==> src/rtl/acc_alu_pkg.sv <==
package acc_alu_pkg;

   localparam int OP_BITS   = 4;
   localparam int FLAG_BITS = 5;

   typedef enum logic [OP_BITS-1:0] {
      OP_ADD    = 4'd0,
      OP_SUB    = 4'd1,
      OP_AND    = 4'd2,
      OP_OR     = 4'd3,
      OP_XOR    = 4'd4,
      OP_SHL    = 4'd5,
      OP_SHR    = 4'd6,
      OP_ROL    = 4'd7,
      OP_ROR    = 4'd8,
      OP_TEST   = 4'd9,
      OP_CMP    = 4'd10,
      OP_INC    = 4'd11,
      OP_DEC    = 4'd12,
      OP_ANDSHR = 4'd13,
      OP_ANDSGN = 4'd14,
      OP_AXSUB  = 4'd15
   } alu_op_e;

   typedef struct packed {
      logic n;
      logic v;
      logic d;
      logic z;
      logic c;
   } alu_flags_t;

endpackage

==> src/rtl/acc_alu_arith.sv <==
// Add/subtract core: binary ripple plus an optional per-digit BCD chain.
module acc_alu_arith #(
   parameter int W          = 8,
   parameter bit DECIMAL_EN = 1'b1
) (
   input  logic [W-1:0] opa,
   input  logic [W-1:0] opb,
   input  logic         cin,
   input  logic         sub,
   input  logic         dec_mode,
   output logic [W-1:0] sum,
   output logic         cout,
   output logic         ovf
);

   localparam int DIGITS = W / 4;

   if (W < 8 || (W % 4) != 0) begin : g_bad_width
      $error("acc_alu_arith: W must be a multiple of 4 and at least 8");
   end

   logic [W-1:0] opb_eff;
   logic [W:0]   bin_full;
   logic [W-1:0] dec_sum;
   logic         dec_cout;

   assign opb_eff  = sub ? ~opb : opb;
   assign bin_full = {1'b0, opa} + {1'b0, opb_eff} + {{W{1'b0}}, cin};
   assign ovf      = (opa[W-1] == opb_eff[W-1]) && (bin_full[W-1] != opa[W-1]);

   if (DECIMAL_EN) begin : g_decimal
      logic [DIGITS:0]  add_cy;
      logic [DIGITS:0]  sub_bw;
      logic [W-1:0]     add_res;
      logic [W-1:0]     sub_res;

      assign add_cy[0] = cin;
      assign sub_bw[0] = ~cin;

      for (genvar g = 0; g < DIGITS; g++) begin : g_digit
         logic [4:0] raw_add;
         logic [4:0] raw_sub;
         logic [4:0] adj_add;
         logic [4:0] adj_sub;
         logic       fix_add;
         logic       neg_sub;

         assign raw_add = {1'b0, opa[4*g +: 4]} + {1'b0, opb[4*g +: 4]} + {4'b0, add_cy[g]};
         assign fix_add = raw_add > 5'd9;
         assign adj_add = raw_add + 5'd6;
         assign add_res[4*g +: 4] = fix_add ? adj_add[3:0] : raw_add[3:0];
         assign add_cy[g+1] = fix_add;

         assign raw_sub = {1'b0, opa[4*g +: 4]} - {1'b0, opb[4*g +: 4]} - {4'b0, sub_bw[g]};
         assign neg_sub = raw_sub[4];
         assign adj_sub = raw_sub - 5'd6;
         assign sub_res[4*g +: 4] = neg_sub ? adj_sub[3:0] : raw_sub[3:0];
         assign sub_bw[g+1] = neg_sub;
      end

      assign dec_sum  = sub ? sub_res : add_res;
      assign dec_cout = sub ? ~sub_bw[DIGITS] : add_cy[DIGITS];
   end else begin : g_binary_only
      assign dec_sum  = bin_full[W-1:0];
      assign dec_cout = bin_full[W];
   end

   assign sum  = dec_mode ? dec_sum  : bin_full[W-1:0];
   assign cout = dec_mode ? dec_cout : bin_full[W];

endmodule

==> src/rtl/acc_alu_unary.sv <==
// Single-operand shifter / rotator / incrementer.
module acc_alu_unary
   import acc_alu_pkg::*;
#(
   parameter int W = 8
) (
   input  alu_op_e      op,
   input  logic [W-1:0] opnd,
   input  logic         cin,
   output logic [W-1:0] res,
   output logic         cout
);

   always_comb begin
      res  = opnd;
      cout = cin;
      case (op)
         OP_SHL: begin res = {opnd[W-2:0], 1'b0}; cout = opnd[W-1]; end
         OP_SHR: begin res = {1'b0, opnd[W-1:1]}; cout = opnd[0];   end
         OP_ROL: begin res = {opnd[W-2:0], cin};  cout = opnd[W-1]; end
         OP_ROR: begin res = {cin, opnd[W-1:1]};  cout = opnd[0];   end
         OP_INC: res = opnd + {{(W-1){1'b0}}, 1'b1};
         OP_DEC: res = opnd - {{(W-1){1'b0}}, 1'b1};
         default: ;
      endcase
   end

endmodule

==> src/rtl/acc_alu.sv <==
module acc_alu
   import acc_alu_pkg::*;
#(
   parameter int W          = 8,
   parameter bit DECIMAL_EN = 1'b1
) (
   input  logic                 clk,
   input  logic                 rst_n,
   input  logic                 in_valid,
   input  logic [OP_BITS-1:0]   op_sel,
   input  logic [W-1:0]         a_in,
   input  logic [W-1:0]         m_in,
   input  logic [W-1:0]         x_in,
   input  logic [FLAG_BITS-1:0] flags_in,
   output logic                 out_valid,
   output logic [W-1:0]         result,
   output logic [FLAG_BITS-1:0] flags_out,
   output logic                 wr_en,
   output logic                 wr_x
);

   if (W < 8 || (W % 4) != 0) begin : g_bad_width
      $error("acc_alu: W must be a multiple of 4 and at least 8");
   end

   alu_op_e    op;
   alu_flags_t fin;
   alu_flags_t fnx;
   logic [W-1:0] rnx;
   logic         we_nx;
   logic         wx_nx;
   logic         dec_mode;

   assign op       = alu_op_e'(op_sel);
   assign fin      = alu_flags_t'(flags_in);
   assign dec_mode = DECIMAL_EN && fin.d;

   logic [W-1:0] ar_sum;
   logic         ar_c;
   logic         ar_v;

   acc_alu_arith #(.W(W), .DECIMAL_EN(DECIMAL_EN)) u_arith (
      .opa      (a_in),
      .opb      (m_in),
      .cin      (fin.c),
      .sub      (op == OP_SUB),
      .dec_mode (dec_mode),
      .sum      (ar_sum),
      .cout     (ar_c),
      .ovf      (ar_v)
   );

   logic [W-1:0] un_res;
   logic         un_c;

   acc_alu_unary #(.W(W)) u_unary (
      .op   (op),
      .opnd (a_in),
      .cin  (fin.c),
      .res  (un_res),
      .cout (un_c)
   );

   // Binary compare path, shared by compare and masked index subtract
   logic [W-1:0] conj;
   logic [W-1:0] cmp_lhs;
   logic [W:0]   cmp_full;

   assign conj     = a_in & m_in;
   assign cmp_lhs  = (op == OP_AXSUB) ? (a_in & x_in) : a_in;
   assign cmp_full = {1'b0, cmp_lhs} + {1'b0, ~m_in} + {{W{1'b0}}, 1'b1};

   always_comb begin
      fnx   = fin;
      rnx   = a_in;
      we_nx = 1'b1;
      wx_nx = 1'b0;
      case (op)
         OP_ADD, OP_SUB: begin
            rnx   = ar_sum;
            fnx.c = ar_c;
            if (!dec_mode) begin
               fnx.v = ar_v;
               fnx.n = ar_sum[W-1];
               fnx.z = ~|ar_sum;
            end
         end
         OP_AND: rnx = conj;
         OP_OR:  rnx = a_in | m_in;
         OP_XOR: rnx = a_in ^ m_in;
         OP_SHL, OP_SHR, OP_ROL, OP_ROR: begin
            rnx   = un_res;
            fnx.c = un_c;
         end
         OP_INC, OP_DEC: rnx = un_res;
         OP_TEST: begin
            we_nx = 1'b0;
            fnx.z = ~|conj;
            fnx.n = m_in[W-1];
            fnx.v = m_in[W-2];
         end
         OP_CMP: begin
            we_nx = 1'b0;
            rnx   = cmp_full[W-1:0];
            fnx.c = cmp_full[W];
         end
         OP_ANDSHR: begin
            rnx   = {1'b0, conj[W-1:1]};
            fnx.c = conj[0];
         end
         OP_ANDSGN: begin
            rnx   = conj;
            fnx.c = conj[W-1];
         end
         OP_AXSUB: begin
            wx_nx = 1'b1;
            rnx   = cmp_full[W-1:0];
            fnx.c = cmp_full[W];
         end
         default: ;
      endcase
      if (op != OP_ADD && op != OP_SUB && op != OP_TEST) begin
         fnx.n = rnx[W-1];
         fnx.z = ~|rnx;
      end
   end

   always_ff @(posedge clk or negedge rst_n) begin
      if (!rst_n) begin
         out_valid <= 1'b0;
         result    <= '0;
         flags_out <= '0;
         wr_en     <= 1'b0;
         wr_x      <= 1'b0;
      end else begin
         out_valid <= in_valid;
         if (in_valid) begin
            result    <= rnx;
            flags_out <= fnx;
            wr_en     <= we_nx;
            wr_x      <= wx_nx;
         end
      end
   end

   // ---------------- assertions ----------------
   p_latency_r13: assert property (@(posedge clk) disable iff (!rst_n)
      in_valid |=> out_valid);

   p_hold_r13: assert property (@(posedge clk) disable iff (!rst_n)
      !in_valid |=> (!out_valid && $stable(result) && $stable(flags_out)));

   p_dflag_pass_r13: assert property (@(posedge clk) disable iff (!rst_n)
      in_valid |=> flags_out[2] == $past(flags_in[2]));

   p_decimal_nvz_r3: assert property (@(posedge clk) disable iff (!rst_n)
      (DECIMAL_EN && in_valid && flags_in[2] && (op_sel == OP_ADD || op_sel == OP_SUB))
      |=> (flags_out[4] == $past(flags_in[4]) && flags_out[3] == $past(flags_in[3])
           && flags_out[1] == $past(flags_in[1])));

   p_test_flags_r7: assert property (@(posedge clk) disable iff (!rst_n)
      (in_valid && op_sel == OP_TEST)
      |=> (!wr_en && flags_out[4] == $past(m_in[W-1]) && flags_out[3] == $past(m_in[W-2])));

   p_shr_negative_r5: assert property (@(posedge clk) disable iff (!rst_n)
      (in_valid && (op_sel == OP_SHR || op_sel == OP_ANDSHR)) |=> !flags_out[4]);

   p_cmp_keeps_v_r8: assert property (@(posedge clk) disable iff (!rst_n)
      (in_valid && op_sel == OP_CMP) |=> (!wr_en && flags_out[3] == $past(flags_in[3])));

   p_incdec_keeps_vc_r9: assert property (@(posedge clk) disable iff (!rst_n)
      (in_valid && (op_sel == OP_INC || op_sel == OP_DEC))
      |=> (flags_out[3] == $past(flags_in[3]) && flags_out[0] == $past(flags_in[0])));

   p_axsub_target_r12: assert property (@(posedge clk) disable iff (!rst_n)
      (in_valid && op_sel == OP_AXSUB) |=> (wr_en && wr_x));

   p_sgn_carry_r11: assert property (@(posedge clk) disable iff (!rst_n)
      (in_valid && op_sel == OP_ANDSGN) |=> flags_out[0] == flags_out[4]);

endmodule

==> config.mk <==
export PLATFORM = sky130hd
export DESIGN_NAME = acc_alu
export DESIGN_NICKNAME = d
export VERILOG_FILES = /design/src/rtl/acc_alu_pkg.sv /design/src/rtl/acc_alu_arith.sv /design/src/rtl/acc_alu_unary.sv /design/src/rtl/acc_alu.sv
export SDC_FILE = /design/constraint.sdc
export NUM_CORES = 1
export LEC_CHECK = 0
export ABC_AREA = 1
export BUFFER_PORTS_ARGS = -buffer_cell sky130_fd_sc_hd__buf_2
export CORE_ASPECT_RATIO = 1.25
export CORE_MARGIN = 4
export CORE_UTILIZATION = 29
export DETAILED_ROUTE_END_ITERATION = 16
export GPL_ROUTABILITY_DRIVEN = 0
export PLACE_DENSITY = 0.46
export SLEW_MARGIN = 40
export SYNTH_ARGS = -nofsm -noshare
export SYNTH_HDL_FRONTEND = slang
export SYNTH_SLANG_ARGS = --single-unit
==> constraint.sdc <==
create_clock -name clk -period 0.8 [get_ports clk]
set_clock_uncertainty 0.05 [all_clocks]
set_input_delay 0.16 -clock clk [delete_from_list [all_inputs] [get_ports clk]]
set_output_delay 0.16 -clock clk [all_outputs]
set_load 0.01 [all_outputs]
==> metrics.txt <==
fin crit share=468%; clk slew on worst S/H paths=50 ps; DRC viols=0; final hold slack=76.2 ps; Seq/Total Area, Yosys=10.2%; Comb power frac=76.2%; Antenna Nets Post-Route=0; share of post-route cells with drive strength above 1=51.4%; slew margin rel.=74.6%; cell type contributing the most total cell area after synthesis=ha_1; Core Rows=47; # fillers=1308; die area=15400 µm²; ANT cells=0; Setup crit end kind=register; Max rail drop VDD=0.00121 V; Worst Setup SP=a_in[0]; DRT Wirelength=16.5 mm; data arrival time of the worst path=3830 ps; largest net degree at the start of global routing=20; RSZ-0062 raised after global routing=true; Worst Hold Launch=in_valid; max-cap viol count=0; share of the synthesized area in the top cell type=17.2%; syn avg cell area=6.23 µm²; Reg power frac=12.1%; CP Class=primary input to register; Worst path max stage delay=560 ps; Net Sw Frac=42.1%; failing checks=setup timing; Core ar.=13200 µm²; global-route wire length before repair=26.1 mm; #FFs+latches synth=16; nets@finish=1022; reg2reg setup slack=-70 ps; delay-heaviest family, CP=adder cells; worst setup margin=-2940 ps; GRT Overall Usage=20.8%; post-synthesis cell count=629; Fin. Hold Viols=0; Fin Setup TNS=-29000 ps; CTS tree=built; maximum buffer depth of the clock tree=2; WP buf/inv=11; clock latency on the worst-skew pair=240 ps; clk sinks=16; CTS H-tree depth=1; Int Pwr=4.66 mW; number of synthesized flops with an enable pin=0; Worst Tran Pin Value=377 ps; f_max=0.267 GHz; most common cell after layout, fill and taps aside=buf_4; drt pass-1 iters=4; initial core utilization=29.6%; Detailed Place HPWL=13.3 mm; Leak=3.71 nW; Critical Path Slowest Stage Cell=fa_2; Synth area leaders=ha_1, nand2_1, dfrtp_1; I/O Pins=52; Clock power frac=11.6%; port bufs=51; via count=5283; Pwr Density=1130 nW/µm²; FFs w/ async S/R, synth=100%; DIE WIDTH=112 µm; syn_nets=731; CP startpoint kind=primary input; mapped cell area=3920 µm²; vias per inst=4.85; 1st-iter DRT viols=215; Slew Limit Fails=0; total CTS buffers=3; Setup-failing EPs final=29; Wirelength per Cell=15.1 µm; initial antenna violation count=0; die height=138 µm; vias in the first global route=5392; Worst EP required=880 ps; NetSw=3.39 mW; Crit Path Max Fanout=4; most frequent cells in the layout=buf_4, nand2_1, inv_1, nor2_1, buf_2; area grow syn2layout=82.5%; gr ovfl total=0; Hold Path Class=primary input to register; number of library cell types mapped by synthesis=43; clock root cell=clkbuf_16; Synth warnings=0; status=finished with violations; Tmin final=3740 ps; start of the worst register-to-register path=result[1]; Top FF cell, synth=dfrtp_1
-- synth_stat cells, types with 3 or more instances --
| cell type | count |
|---|---|
| or2_2 | 3 |
| nor2_2 | 4 |
| a21oi_1 | 33 |
| nand3_1 | 51 |
| nor2_1 | 55 |
| inv_2 | 9 |
| nand3b_1 | 6 |
| fa_1 | 12 |
| o21ai_1 | 9 |
| clkbuf_1 | 4 |
| o2111ai_1 | 3 |
| nand4_1 | 11 |
| o211ai_1 | 9 |
| ha_1 | 54 |
| dfrtp_1 | 16 |
| inv_1 | 84 |
| nor3_1 | 3 |
| nor4_1 | 5 |
| nand2_2 | 15 |
| xnor2_1 | 5 |
| nand2_1 | 172 |
| xor2_1 | 12 |
| o22ai_1 | 4 |
| o21ai_0 | 21 |
-- layout make-up --
class	instances	area, µm²	share of cell area, %
clock buffers	3	75.1	1.05
well taps	171	214	2.99
inverters	95	393	5.49
multi-input cells	510	3790	53.1
flip-flops and latches	16	400	5.60
repair buffers	294	2270	31.8
-- worst paths after layout --
kind / to / depth (start not counted)
max in group asynchronous: result[2] / 2
setup reg to reg: result[1] / 4
hold reg to reg: result[5] / 2
setup / recovery: flags_out[0] / 29
hold / removal: out_valid / 1
min in group asynchronous: flags_out[0] / 2
-- per-layer routing --
metal / vias up / global-route usage [%] / wire length (µm)
li1: 2634 / - / -
met1: 2500 / 24.3 / 6870
met2: 110 / 40.3 / 8600
met3: 39 / 1.31 / 456
met4: 0 / 6.95 / 563
met5: - / 0 / 0
-- power by group through the flow --
stage                     sequential, mW  clock [mW]  combinational [mW]
after floorplan                     1.04           0                2.53
after global routing               0.986        1.01                6.68
final                              0.976       0.937                6.13
after detailed placement           0.990           0                4.60
after global placement             0.985           0                4.51
after CTS                          0.974       0.972                5.68
-- state kept, by name, indices dropped and copies added (netlist names) --
name       cells
out_valid      1
wr_en          1
result         8
wr_x           1
flags_out      5
-- through the flow --
stage          cell area, µm²  setup WS, ps  total power, mW  util (%)  instances
6_report                 7150         -2940             8.05      54.0       1089
4_1_cts                  6910         -2870             7.62      52.2       1082
5_1_grt                  7150         -3140             8.68      54.0       1089
2_1_floorplan            4050         -2830             3.58         -        629
3_5_place_dp             5810         -3210             5.59      43.9       1016
3_3_place_gp             5810         -3130             5.50      43.9       1016
-- cells by family (layout without fill, tap and decap cells) --
kind of cell,Yosys count,in the layout,synth area share [%]
buf+inv,103,392,10.2
xor+xnor,18,18,4.22
fa+ha+maj,66,66,23.4
simple gates,332,332,37.8
compound gates,94,94,14.2
flops,16,16,10.2
-- what timing repair did --
item / CTS / global route
endpoints found under the setup margin: 29 / 30
hold buffers: 1 / 0
buffers inserted: 73 / 11
resized for setup: 134 / 51
hold endpoints to repair: 16 / 0
pin swaps: 81 / 45
Note: power is estimated with default switching activity, not from simulation.
